$ cat src/rtl/lcl_timebase_pkg.sv
// Shared register map constants for the fractional-rate timebase.
// Assumes a word-addressed register bus with four locations.
package lcl_timebase_pkg;
    typedef enum logic [1:0] {
        RA_CTRL   = 2'd0,
        RA_RATE   = 2'd1,
        RA_CNT_LO = 2'd2,
        RA_CNT_HI = 2'd3
    } reg_addr_e;

    localparam int CTRL_SRC_BIT  = 8;
    localparam int CTRL_STEP_BIT = 9;
endpackage

$ cat src/rtl/tmb_src_mux.sv
// Source selection: forwards the crystal tick or the core tick.
// Assumes both inputs are single-cycle enables in the clk domain.
module tmb_src_mux (
    input  logic xtal_tick,
    input  logic core_tick,
    input  logic sel_core,
    output logic tick
);
    // Pick the tick input named by the control bit.
    always_comb begin
        tick = sel_core ? core_tick : xtal_tick;
    end
endmodule

$ cat src/rtl/tmb_frac_acc.sv
// Phase accumulator: adds the rate word on every tick and reports how many
// whole units of 2^(ACC_W-1) were crossed (0, 1 or 2).
// Assumes the rate word is ACC_W bits wide, so no more than two crossings per tick.
module tmb_frac_acc #(
    parameter int ACC_W = 32
) (
    input  logic             clk,
    input  logic             rst_n,
    input  logic             tick,
    input  logic [ACC_W-1:0] rate,
    output logic [1:0]       carries
);
    localparam int FRAC_W = ACC_W - 1;

    logic [FRAC_W-1:0] frac_q;
    logic [ACC_W:0]    sum;

    // Form the next phase and the carry count from it.
    always_comb begin
        sum     = {2'b00, frac_q} + {1'b0, rate};
        carries = tick ? sum[ACC_W:FRAC_W] : 2'd0;
    end

    // Keep the fractional remainder across ticks.
    always_ff @(posedge clk) begin
        if (!rst_n)
            frac_q <= '0;
        else if (tick)
            frac_q <= sum[FRAC_W-1:0];
    end
endmodule

$ cat src/rtl/tmb_counter.sv
// Free-running timebase counter, advanced by carries times the step (1 or 2).
// Assumes that a carry count is at most 2.
module tmb_counter #(
    parameter int CNT_W = 64
) (
    input  logic             clk,
    input  logic             rst_n,
    input  logic [1:0]       carries,
    input  logic             step2,
    output logic [CNT_W-1:0] cnt
);
    logic [2:0] inc;

    // Scale the carry count by the selected step.
    always_comb begin
        inc = step2 ? {carries, 1'b0} : {1'b0, carries};
    end

    // Advance the counter, wrapping at its full width.
    always_ff @(posedge clk) begin
        if (!rst_n)
            cnt <= '0;
        else
            cnt <= cnt + CNT_W'(inc);
    end
endmodule

$ cat src/rtl/tmb_regs.sv
// Register file: control and rate word, plus a split counter read that
// captures the high half whenever the low half is read.
// Assumes that BUS_W is at least 10, so that both control bits fit.
module tmb_regs
    import lcl_timebase_pkg::*;
#(
    parameter int BUS_W = 32
) (
    input  logic               clk,
    input  logic               rst_n,
    input  logic               bus_we,
    input  logic               bus_re,
    input  logic [1:0]         bus_addr,
    input  logic [BUS_W-1:0]   bus_wdata,
    input  logic [2*BUS_W-1:0] cnt,
    output logic               sel_core,
    output logic               step2,
    output logic [BUS_W-1:0]   rate,
    output logic [BUS_W-1:0]   hi_latch,
    output logic [BUS_W-1:0]   bus_rdata
);
    reg_addr_e addr;

    // Give the raw address its register name.
    always_comb begin
        addr = reg_addr_e'(bus_addr);
    end

    // Store the control bits and the rate word; other addresses are ignored.
    always_ff @(posedge clk) begin
        if (!rst_n) begin
            sel_core <= 1'b0;
            step2    <= 1'b0;
            rate     <= '0;
        end else if (bus_we) begin
            if (addr == RA_CTRL) begin
                sel_core <= bus_wdata[CTRL_SRC_BIT];
                step2    <= bus_wdata[CTRL_STEP_BIT];
            end else if (addr == RA_RATE) begin
                rate <= bus_wdata;
            end
        end
    end

    // Capture the high half when the low half is read.
    always_ff @(posedge clk) begin
        if (!rst_n)
            hi_latch <= '0;
        else if (bus_re && addr == RA_CNT_LO)
            hi_latch <= cnt[2*BUS_W-1:BUS_W];
    end

    // Drive read data for the addressed location.
    always_comb begin
        bus_rdata = '0;
        if (bus_re) begin
            case (addr)
                RA_CTRL: begin
                    bus_rdata[CTRL_SRC_BIT]  = sel_core;
                    bus_rdata[CTRL_STEP_BIT] = step2;
                end
                RA_RATE:   bus_rdata = rate;
                RA_CNT_LO: bus_rdata = cnt[BUS_W-1:0];
                RA_CNT_HI: bus_rdata = hi_latch;
                default:   bus_rdata = '0;
            endcase
        end
    end
endmodule

$ cat src/rtl/lcl_timebase.sv
// Top of the fractional-rate timebase: source mux, phase accumulator,
// counter and register file.
// Assumes that tick inputs are enables in the clk domain; the counter is 2*BUS_W wide.
module lcl_timebase #(
    parameter int BUS_W = 32
) (
    input  logic             clk,
    input  logic             rst_n,
    input  logic             xtal_tick,
    input  logic             core_tick,
    input  logic             bus_we,
    input  logic             bus_re,
    input  logic [1:0]       bus_addr,
    input  logic [BUS_W-1:0] bus_wdata,
    output logic [BUS_W-1:0] bus_rdata
);
    localparam int CNT_W = 2 * BUS_W;

    logic             sel_core;
    logic             step2;
    logic [BUS_W-1:0] rate;
    logic [BUS_W-1:0] hi_latch;
    logic             tick;
    logic [1:0]       carries;
    logic [CNT_W-1:0] cnt;

    tmb_src_mux u_src (
        .xtal_tick (xtal_tick),
        .core_tick (core_tick),
        .sel_core  (sel_core),
        .tick      (tick)
    );

    tmb_frac_acc #(.ACC_W(BUS_W)) u_acc (
        .clk     (clk),
        .rst_n   (rst_n),
        .tick    (tick),
        .rate    (rate),
        .carries (carries)
    );

    tmb_counter #(.CNT_W(CNT_W)) u_cnt (
        .clk     (clk),
        .rst_n   (rst_n),
        .carries (carries),
        .step2   (step2),
        .cnt     (cnt)
    );

    tmb_regs #(.BUS_W(BUS_W)) u_regs (
        .clk       (clk),
        .rst_n     (rst_n),
        .bus_we    (bus_we),
        .bus_re    (bus_re),
        .bus_addr  (bus_addr),
        .bus_wdata (bus_wdata),
        .cnt       (cnt),
        .sel_core  (sel_core),
        .step2     (step2),
        .rate      (rate),
        .hi_latch  (hi_latch),
        .bus_rdata (bus_rdata)
    );
endmodule

$ cat config.mk
export PLATFORM = sky130hd
export DESIGN_NAME = lcl_timebase
export DESIGN_NICKNAME = d
export VERILOG_FILES = /design/src/rtl/lcl_timebase_pkg.sv /design/src/rtl/tmb_src_mux.sv /design/src/rtl/tmb_frac_acc.sv /design/src/rtl/tmb_counter.sv /design/src/rtl/tmb_regs.sv /design/src/rtl/lcl_timebase.sv
export SDC_FILE = /design/constraint.sdc
export NUM_CORES = 1
export LEC_CHECK = 0
export BUFFER_PORTS_ARGS = -buffer_cell sky130_fd_sc_hd__buf_2
export CAP_MARGIN = 20
export CORE_MARGIN = 10
export CORE_UTILIZATION = 65
export DETAILED_ROUTE_END_ITERATION = 8
export PLACE_DENSITY = 0.85
export SLEW_MARGIN = 20
export SYNTH_ARGS = -nofsm -noshare
export SYNTH_HDL_FRONTEND = slang
export SYNTH_HIERARCHICAL = 1
export SYNTH_SLANG_ARGS = --single-unit
export TNS_END_PERCENT = 1
$ cat constraint.sdc
create_clock -name clk -period 7.45 [get_ports clk]
set_clock_uncertainty 0.05 [all_clocks]
set_input_delay 0.745 -clock clk [delete_from_list [all_inputs] [get_ports clk]]
set_output_delay 0.745 -clock clk [all_outputs]
set_load 0.02 [all_outputs]
==> reports/results.txt, run 1 <==
Status: complete, no violations
First drt pass iteration count: 5
Tightest Pin Transition: 1060 ps
Fin crit period: 5470 ps
Routed via count: 8677
Hold buffers post-CTS: 0
Setup-failing EPs final: 0
Mapped Area: 9350 um^2
Element type at the critical path start: register
Crit path cell chain: ha_1, fa_1, a21oi_1, o22ai_1, a311oi_2, o21a_1, a21oi_1, and2_1, o21ba_2, and2_1, ha_1, a21oi_1, nor2_1, nand4_1, or4_1, a21oi_1
Mapped Cells: 1132
Share of cells above drive strength 1: 0.112
Via density per instance: 6.41
Min-Delay Path Class: register to register
First-pass GRT wire length: 41.4 mm
Row cnt: 43
Starting density of the core: 0.668
Die area: 19600 um^2
Crit path depth: 16
Period Utilization, post-route: 0.734
Final wirelength: 25.7 mm
Pwr dens: 186 nW/um^2
GRT Util Overall: 0.253
#FFs+latches synth: 161
Crit-path max cell delay: 790 ps
Antenna cells: 0
Buf/Inv on CP: 0
Crit-path max FO: 23
Crit path kind: register to register
Postcts setup bufs: 0
Clk root buf: clkbuf_16
Max_cap viols: 0
Synth unique cells: 76
Drt wl/cell: 19.0 um
Hold Crit Depth: 2
Area grow syn2layout: 9.68%
Seq/Total Area, Yosys: 0.345
Top_reg_cell synth: dfxtp_1
Gr ovfl total: 0
Async SR Flop Fraction: 0
Hold Vio Cnt, Final: 0
Syn nets: 1208
DRT iter0 DRCs: 1009
Max-slew violation count: 0
DRT antenna net count: 0
Initial antenna violation count: 0
Max Fclk: 183 MHz
Setup_tns: 0 ps
Peak supply drop: 179 uV
Synth Area per Inst: 8.26 um^2
CORE AREA: 14000 um^2
Crit. End Element: register
Data arrival, critical path: 5780 ps
Most used cell, CP: a21oi_1
Deepest clock path buffer count: 2
DRC violations left: 0
CTS tree: done
Gpl congestion: 0.972
Leak: 0.00384 uW
Largest delay share family, worst path: simple AND/OR/NAND/NOR gates
Final layout net count: 1238
Die Y: 140 um
Slowest-stage cell, CP: nand4_1
Final HPWL DP: 17.6 mm
Number of global-route vias before repair: 8246
Port bufs: 71
Reg2Reg Depth: 16
Unrepaired setup endpoints after global routing: no
Worst hold slack: 410 ps
CTS H-tree lvls: 4
WP data required: 7760 ps
Clk Latency, worst-skew pair: 440 ps
YS warnings: 6
Sink Count: 161
Io pins: 72
Max_slew headroom: 0.292
CTS Buf Count: 17
Die Span X: 140 um
Largest net degree at the start of global routing: 79
Number of synthesized flops with an enable pin: 0
Post-CTS sizing: 0
CTS clk-pin slew, worst paths: 60 ps
==> per-stage QoR <==
step	cell area, um^2	setup slack (ps)	utilization	power, uW	cells
2_1_floorplan	9350	3210	-	1010	1132
3_3_place_gp	9640	2300	0.689	1040	1322
3_5_place_dp	9640	2150	0.689	1040	1322
4_1_cts	10200	2080	0.731	1900	1353
5_1_grt	10300	1680	0.733	1960	1354
6_report	10300	1980	0.733	1900	1354
==> cells in the mapped netlist (all sizes together) (3+ instances only) <==
cell type  instances  area share
buf               21       0.016
nor2              68       0.028
dfxtp            161        0.34
or4               15       0.012
a211oi             5      0.0046
xnor2             18       0.017
and2              13      0.0087
and3b              3      0.0028
a31oi              3      0.0020
o21bai             4      0.0032
o21ai             46       0.025
nand2            230       0.093
o22ai             32       0.021
nor3              13      0.0075
ha                34       0.046
nand4             35       0.025
mux2i            110        0.12
o31ai             13       0.010
o211ai             3      0.0024
nor4               8      0.0086
inv               13      0.0052
nand2b             6      0.0040
nor2b              8      0.0054
clkbuf            44       0.018
or3               16       0.011
o21a               9      0.0072
a21o               5      0.0040
xor2              30       0.028
and3              14      0.0094
a21oi             66       0.038
nand3             40       0.022
and4               6      0.0056
==> layout by cell type (no fill, tap or decap), types with 12 or more instances in the layout <==
master     instances
o21ai_1           14
buf_2             70
a21oi_1           62
o21ai_0           32
xor2_1            30
nor3_1            12
o22ai_1           32
or3_1             16
and3_1            14
ha_1              34
xnor2_1           18
or4_1             15
nand4_1           33
dfxtp_1          161
nand3_1           39
clkbuf_16         17
inv_1             13
mux2i_1          110
and2_1            13
nor2_1            66
nand2_1          229
o31ai_1           13
==> power breakdown <==
| part | internal (uW) | switching [uW] |
|---|---|---|
| Sequential | 874 | 10.5 |
| Combinational | 50.0 | 94.2 |
| Clock | 535 | 341 |
| Total | 1460 | 445 |
==> routing by layer <==
metal | routed length, um | vias to the layer above | track usage
met5 | 0 | - | 0
met4 | 670 | 0 | 0.0870
met3 | 2180 | 64 | 0.0565
met2 | 11400 | 437 | 0.393
met1 | 11500 | 4044 | 0.338
li1 | - | 4132 | -
==> cells by family after synthesis <==
family / Yosys count / synth area share
DFF: 161 / 0.345
muxes: 114 / 0.125
AOI/OAI and AO/OA: 213 / 0.148
adders and majority gates: 36 / 0.0498
xor gates and xnor gates: 48 / 0.0450
buffers and inverters: 79 / 0.0396
and+or+nand+nor: 481 / 0.247
==> worst min-delay path, cell delays in order, from the launching register on <==
cell and delay [ps]:
dfxtp_1 310, nand2_1 50, mux2i_1 50
==> final cells by class <==
class / count / area [um^2]
clock inverters: 5 / 75.1
repair buffers: 76 / 408
inverters: 14 / 52.6
flip-flops and latches: 161 / 3220
multi-input cells: 892 / 5760
clock buffers: 26 / 509
fillers: 1051 / 3740
well taps: 180 / 225
==> flip-flops by register name, indices dropped and copies added (netlist names) <==
register	count
u_regs/sel_core	1
u_regs/rate	32
u_regs/step2	1
u_regs/hi_latch	32
u_cnt/cnt	64
u_acc/frac_q	31
==> path summary, 6_finish.rpt <==
path | startpoint | slack [ps] | to
worst min-delay path | u_regs/hi_latch[27] | 410 | u_regs/hi_latch[27]
worst max register to register | u_regs/rate[0] | 1980 | u_cnt/cnt[58]
worst max-delay path | u_regs/rate[0] | 1980 | u_cnt/cnt[58]
worst min register to register | u_regs/hi_latch[27] | 410 | u_regs/hi_latch[27]
No activity file was read; power rests on OpenSTA's default activity.
==> inputs of run 2 (changes only) <==
- CORE_UTILIZATION: 65 -> 55
- PLACE_DENSITY: 0.85 -> 0.77
- clock period: 7.45 -> 5 ns (I/O delays scaled with it)
==> run 2 against run 1 <==
  * Critical path depth is 1 higher
  * Sequential power is 49% higher
  * Sequential share of layout area is 0.39 points lower
==> reports/results.txt, run 2 (synthesized netlist as in run 1, its figures left out) <==
Starting density of the core: 0.562 (-0.107)
Top reg by flops: u_cnt/cnt
DRT iter0 DRCs: 939 (-6.9%)
Max-slew violation count: 0 (unchanged)
Crit. End Element: register
Tightest Pin Transition: 1070 ps (+4.07 ps)
DRC violations left: 0 (unchanged)
Gpl congestion: 0.940 (-3.3%)
Worst Min Path Start: bus_wdata[5]
Hold Vio Cnt, Final: 0 (unchanged)
DP Area: 9750 um^2 (+1.1%)
Largest net degree at the start of global routing: 92 (+16%)
Final layout net count: 1247 (+0.73%)
RR Endpoint: u_cnt/cnt[36]
Die Span X: 150 um (+7.5%)
Unrepaired setup endpoints after global routing: no
Most frequent cells in the layout: nand2_1, dfxtp_1, mux2i_1
Peak supply drop: 248 uV (+39%)
Metal1 wirelength: 12.0 mm (+4.4%)
Via density per instance: 6.09 (-5.0%)
Clk Latency, worst-skew pair: 430 ps (about the same)
Final Worst Setup Slack: 335 ps (-1650 ps)
Design Power: 2900 uW (+52%)
Commonest non-fill, non-tap cell in the layout: nand2_1
CTS tree: done
WP data required: 5310 ps (-2450 ps)
Crit path kind: register to register
Combined area of the multi-input logic cells: 5760 um^2 (about the same)
Filler cell count: 1462 (+39%)
CP Launch Point: u_regs/rate[8]
Crit-path max cell delay: 470 ps (-320 ps)
Number of global-route vias before repair: 7985 (-3.2%)
Clk root buf: clkbuf_16
Internal reg-to-reg setup slack: 330 ps (-1650 ps)
CORE AREA: 16600 um^2 (+19%)
Finished layout cell area: 10400 um^2 (+1.3%)
Area grow syn2layout: 11.1%
Routed via count: 8553 (-1.4%)
Max_cap viols: 0 (unchanged)
FF/Latch Area: 3220 um^2 (unchanged)
Port bufs: 71 (unchanged)
Final wirelength: 25.9 mm (+0.66%)
Leak: 0.00387 uW (+0.85%)
Sink Count: 161 (unchanged)
Setup-failing EPs final: 0 (unchanged)
First-pass GRT wire length: 41.2 mm (-0.52%)
Reg2reg start: u_regs/rate[8]
Io pins: 72 (unchanged)
Place WS: 376 ps (-1780 ps)
Die Y: 150 um (+7.5%)
Slowest-stage cell, CP: ha_1
Largest register FFs: 64 (unchanged)
Initial antenna violation count: 1 (+1)
Hold Crit Depth: 3 (+1)
Gr ovfl total: 0 (unchanged)
Largest delay share family, worst path: simple AND/OR/NAND/NOR gates
Deepest clock path buffer count: 2 (unchanged)
GRT Util Overall: 0.225 (-0.0278)
Regs by FF count: u_cnt/cnt (64), u_regs/hi_latch (32), u_regs/rate (32)
DRT antenna net count: 0 (unchanged)
Pwr dens: 279 nW/um^2 (+50%)
Drt wl/cell: 18.4 um (-3.0%)
Hold endpoint: u_regs/rate[5]
Post-layout util: 0.624 (-0.109)
Max Fclk: 214 MHz (+17%)
Crit path cell chain: ha_1, nand2_1, nor2_2, o2111ai_2, a211oi_2, a2111oi_4, o21ai_0, mux2i_1, nor2b_1, ha_1, fa_1, a21oi_1, nor2_1, nand4_1, buf_4, or3_1, a21oi_1
Data arrival, critical path: 4970 ps (-810 ps)
Status: complete, no violations
CTS clk-pin slew, worst paths: 70 ps (about the same)
Die area: 22600 um^2 (+15%)
Met3 wire length: 2.27 mm (+4.2%)
Top sig layer: met4
Reg2Reg Depth: 17 (+1)
Post-CTS sizing: 0 (unchanged)
Min-Delay Path Class: primary input to register
Period Utilization, post-route: 0.933 (+0.199)
Final HPWL DP: 18.3 mm (+4.1%)
Buf/Inv on CP: 1 (+1)
Element type at the critical path start: register
Setup_tns: 0 ps (unchanged)
Fin crit period: 4670 ps (-802 ps)
Crit-path max FO: 10 (-57%)
Share of cells above drive strength 1: 0.122 (+0.0100)
Max_slew headroom: 0.289 (-0.00271)
Row cnt: 47 (+9.3%)
First drt pass iteration count: 5 (unchanged)
WL met2: 11.1 mm (-2.5%)
CTS H-tree lvls: 4 (unchanged)
CTS Buf Count: 17 (unchanged)
==> run 2: per-stage QoR <==
step                      hold slack [ps]  instances
after floorplan                       379       1132
after detailed placement              400       1370
final                                 258       1405
after CTS                             244       1402
after global routing                  256       1405
after global placement                390       1370
==> run 2: power breakdown <==
group          total, uW  leakage [uW]  internal [uW]  switching [uW]
Clock               1360      0.000287            791             573
Sequential          1320       0.00130           1300            15.8
Combinational        215       0.00229           75.4             139
==> run 2: final cells by class <==
| class | count | share of cell area |
|---|---|---|
| Inverter | 14 | 0.00506 |
| Clock inverter | 15 | 0.0176 |
| Timing Repair Buffer | 85 | 0.0446 |
| Multi-Input combinational cell | 892 | 0.554 |
| Clock buffer | 17 | 0.0410 |
| Antenna cell | 1 | 0.000241 |
| Sequential cell | 161 | 0.311 |
| Tap cell | 220 | 0.0265 |
==> run 2: worst max path at each step <==
stage                     to  slack [ps]  cells after the start
2_1_floorplan  u_cnt/cnt[30]         760                     17
3_3_place_gp   u_cnt/cnt[62]         550                     17
3_5_place_dp   u_cnt/cnt[42]         380                     16
4_1_cts        u_cnt/cnt[42]         350                     16
6_report       u_cnt/cnt[36]         330                     17
5_1_grt        u_cnt/cnt[36]           5                     17
==> run 2: worst reg2reg max path: cells and delay by family (launching register included) <==
family	cells	cell delay [ps]
fa+ha+maj	3	900
compound gates	6	1350
simple gates	6	1410
mux	1	240
flops	1	320
buf+inv	1	330
==> run 2: repair_timing <==
| item | 4_1_cts | 5_1_grt |
|---|---|---|
| buffers inserted | 0 | 2 |
| endpoints found under the setup margin | 0 | 2 |
| hold buffers | 0 | 0 |
==> run 2: layer usage <==
metal  global-route usage  vias up
li1                     -     4155
met1                0.312     3969
met2                0.340      388
met3               0.0513       41
met4               0.0680        0
met5                    0        -
==> inputs of run 3 (changes only) <==
- CTS_BUF_LIST: default -> sky130_fd_sc_hd__clkbuf_16
- REMOVE_ABC_BUFFERS: default -> 1
==> run 3 against run 2 <==
  * Fmax shrank 0.16%
  * Die area is the same
  * Critical endpoint is now u_cnt/cnt[42]
  * Non-clock buffer count is the same
  * Largest power group unchanged
  * Final cell count is essentially flat
==> reports/results.txt, run 3 (synthesized netlist as in run 1, its figures left out) <==
Commonest non-fill, non-tap cell in the layout: nand2_1
Largest net degree at the start of global routing: 99 (+7.6%)
Number of global-route vias before repair: 7928 (-0.71%)
Filler cell count: 1432 (-2.1%)
Die Y: 150 um (unchanged)
Share of cells above drive strength 1: 0.120 (-0.00169)
Crit. End Element: register
Min-Delay Path Class: primary input to register
Final HPWL DP: 18.4 mm (+0.27%)
Regs by FF count: u_cnt/cnt (64), u_regs/hi_latch (32), u_regs/rate (32)
Switch Pwr: 681 uW (-6.6%)
First drt pass iteration count: 5 (unchanged)
Tightest Pin Transition: 1110 ps (+47.6 ps)
Die Span X: 150 um (unchanged)
Deepest clock path buffer count: 2 (unchanged)
Hold Vio Cnt, Final: 0 (unchanged)
Gr ovfl total: 0 (unchanged)
Via density per instance: 6.09 (about the same)
Setup-failing EPs final: 0 (unchanged)
CTS tree: done
CORE AREA: 16600 um^2 (unchanged)
Post-layout util: 0.624 (about the same)
CTS Buf Count: 17 (unchanged)
CTS clk-pin slew, worst paths: 60 ps (about the same)
Setup_tns: 0 ps (unchanged)
Pwr dens: 277 nW/um^2 (-0.58%)
Routed via count: 8547 (-0.070%)
Place WS: 308 ps (-68.0 ps)
Unrepaired setup endpoints after global routing: no
First-pass GRT wire length: 41.0 mm (-0.35%)
Period Utilization, post-route: 0.935 (+0.00152)
Sink Count: 161 (unchanged)
Max_cap viols: 0 (unchanged)
Leak: 0.00389 uW (+0.47%)
Comb pwr share: 0.075 (about the same)
Io pins: 72 (unchanged)
Most frequent cells in the layout: nand2_1, dfxtp_1, mux2i_1
Top reg by flops: u_cnt/cnt
WP data required: 5310 ps (about the same)
Final Worst Setup Slack: 327 ps (-7.62 ps)
Row cnt: 47 (unchanged)
Starting density of the core: 0.562 (unchanged)
Clk root buf: clkbuf_16
Status: complete, no violations
Hold buffers post-CTS: 0 (unchanged)
Crit path kind: register to register
Area grow syn2layout: 11.1% (about the same)
Data arrival, critical path: 4980 ps (about the same)
Largest register FFs: 64 (unchanged)
Element type at the critical path start: register
Die area: 22600 um^2 (unchanged)
Clock share of power: 0.468 (-0.003)
Sw Share: 0.236 (-0.0153)
CTS H-tree lvls: 4 (unchanged)
Int Pwr: 2200 uW (+1.5%)
DRT antenna net count: 0 (unchanged)
Max Fclk: 214 MHz (-0.16%)
DRC violations left: 0 (unchanged)
DRT iter0 DRCs: 752 (-20%)
Reg power frac: 0.458 (+0.003)
Max-slew violation count: 0 (unchanged)
Max_slew headroom: 0.255 (-0.0336)
Final wirelength: 26.0 mm (+0.20%)
Crit-path max FO: 8 (-2)
Antenna cells: 0 (-1)
GRT Util Overall: 0.226 (+0.000965)
Final layout net count: 1247 (unchanged)
Gpl congestion: 0.935 (-0.58%)
Clk Latency, worst-skew pair: 440 ps (about the same)
Port bufs: 71 (unchanged)
Initial antenna violation count: 0 (-1)
Peak supply drop: 281 uV (+13%)
Fin crit period: 4670 ps (+7.62 ps)
Drt wl/cell: 18.5 um (+0.28%)
-- run 3: timing repair --
item                       in CTS  in global routing
setup endpoints to repair       0                  8
setup buffers                   0                  2
resized for setup               0                  1
-- run 3: path summary, 6_finish.rpt --
check                 startpoint                   to  slack, ps  cells after the start
min reg2reg  u_regs/hi_latch[17]  u_regs/hi_latch[17]        400                      2
max               u_regs/rate[6]        u_cnt/cnt[42]        330                     16
min                 bus_wdata[5]       u_regs/rate[5]        250                      3
max reg2reg       u_regs/rate[6]        u_cnt/cnt[42]        330                     16
-- run 3: final cells by class --
cell class	count	area [um^2]	share of cell area
Clock inverter	15	176	0.0170
Inverter	14	52.6	0.00506
Sequential cell	161	3220	0.310
Multi-Input combinational cell	892	5770	0.556
Tap cell	220	275	0.0265
Timing Repair Buffer	85	463	0.0446
Clock buffer	17	425	0.0410
-- run 3: through the flow --
| step | area, um^2 | std cells | power [uW] | hold slack [ps] |
|---|---|---|---|---|
| 3_5_place_dp | 9750 | 1370 | 1560 | 400 |
| 2_1_floorplan | 9030 | 1067 | 1470 | 379 |
| 3_3_place_gp | 9750 | 1370 | 1550 | 391 |
| 5_1_grt | 10400 | 1404 | 2970 | 248 |
| 6_report | 10400 | 1404 | 2880 | 254 |
| 4_1_cts | 10400 | 1402 | 2890 | 243 |
-- run 3: critical path: stages (launching register included) --
cell       delay (ps)
dfxtp_1           330
ha_1              390
a21oi_2           250
o221ai_2          130
a21oi_2           250
a211oi_4          120
a2111oi_4         470
o21ai_0           200
mux2i_1           200
nor2b_1           160
ha_1              210
fa_1              240
a21oi_1           150
nor4_4            480
nand3_2           230
or4b_1            580
a21oi_1           160
-- run 3: power groups by stage --
stage | Sequential (uW) | Clock (uW) | Combinational (uW)
after global routing | 1320 | 1420 | 234
after CTS | 1320 | 1360 | 212
after global placement | 1350 | 0 | 208
after floorplan | 1340 | 0 | 126
final | 1320 | 1350 | 215
after detailed placement | 1350 | 0 | 210
-- run 3: layer usage --
metal	track usage	up-vias	routed length [um]
met4	0.0748	0	482
met2	0.346	327	11400
met3	0.0636	33	2240
met1	0.300	4019	11900
met5	0	-	0
li1	-	4168	-
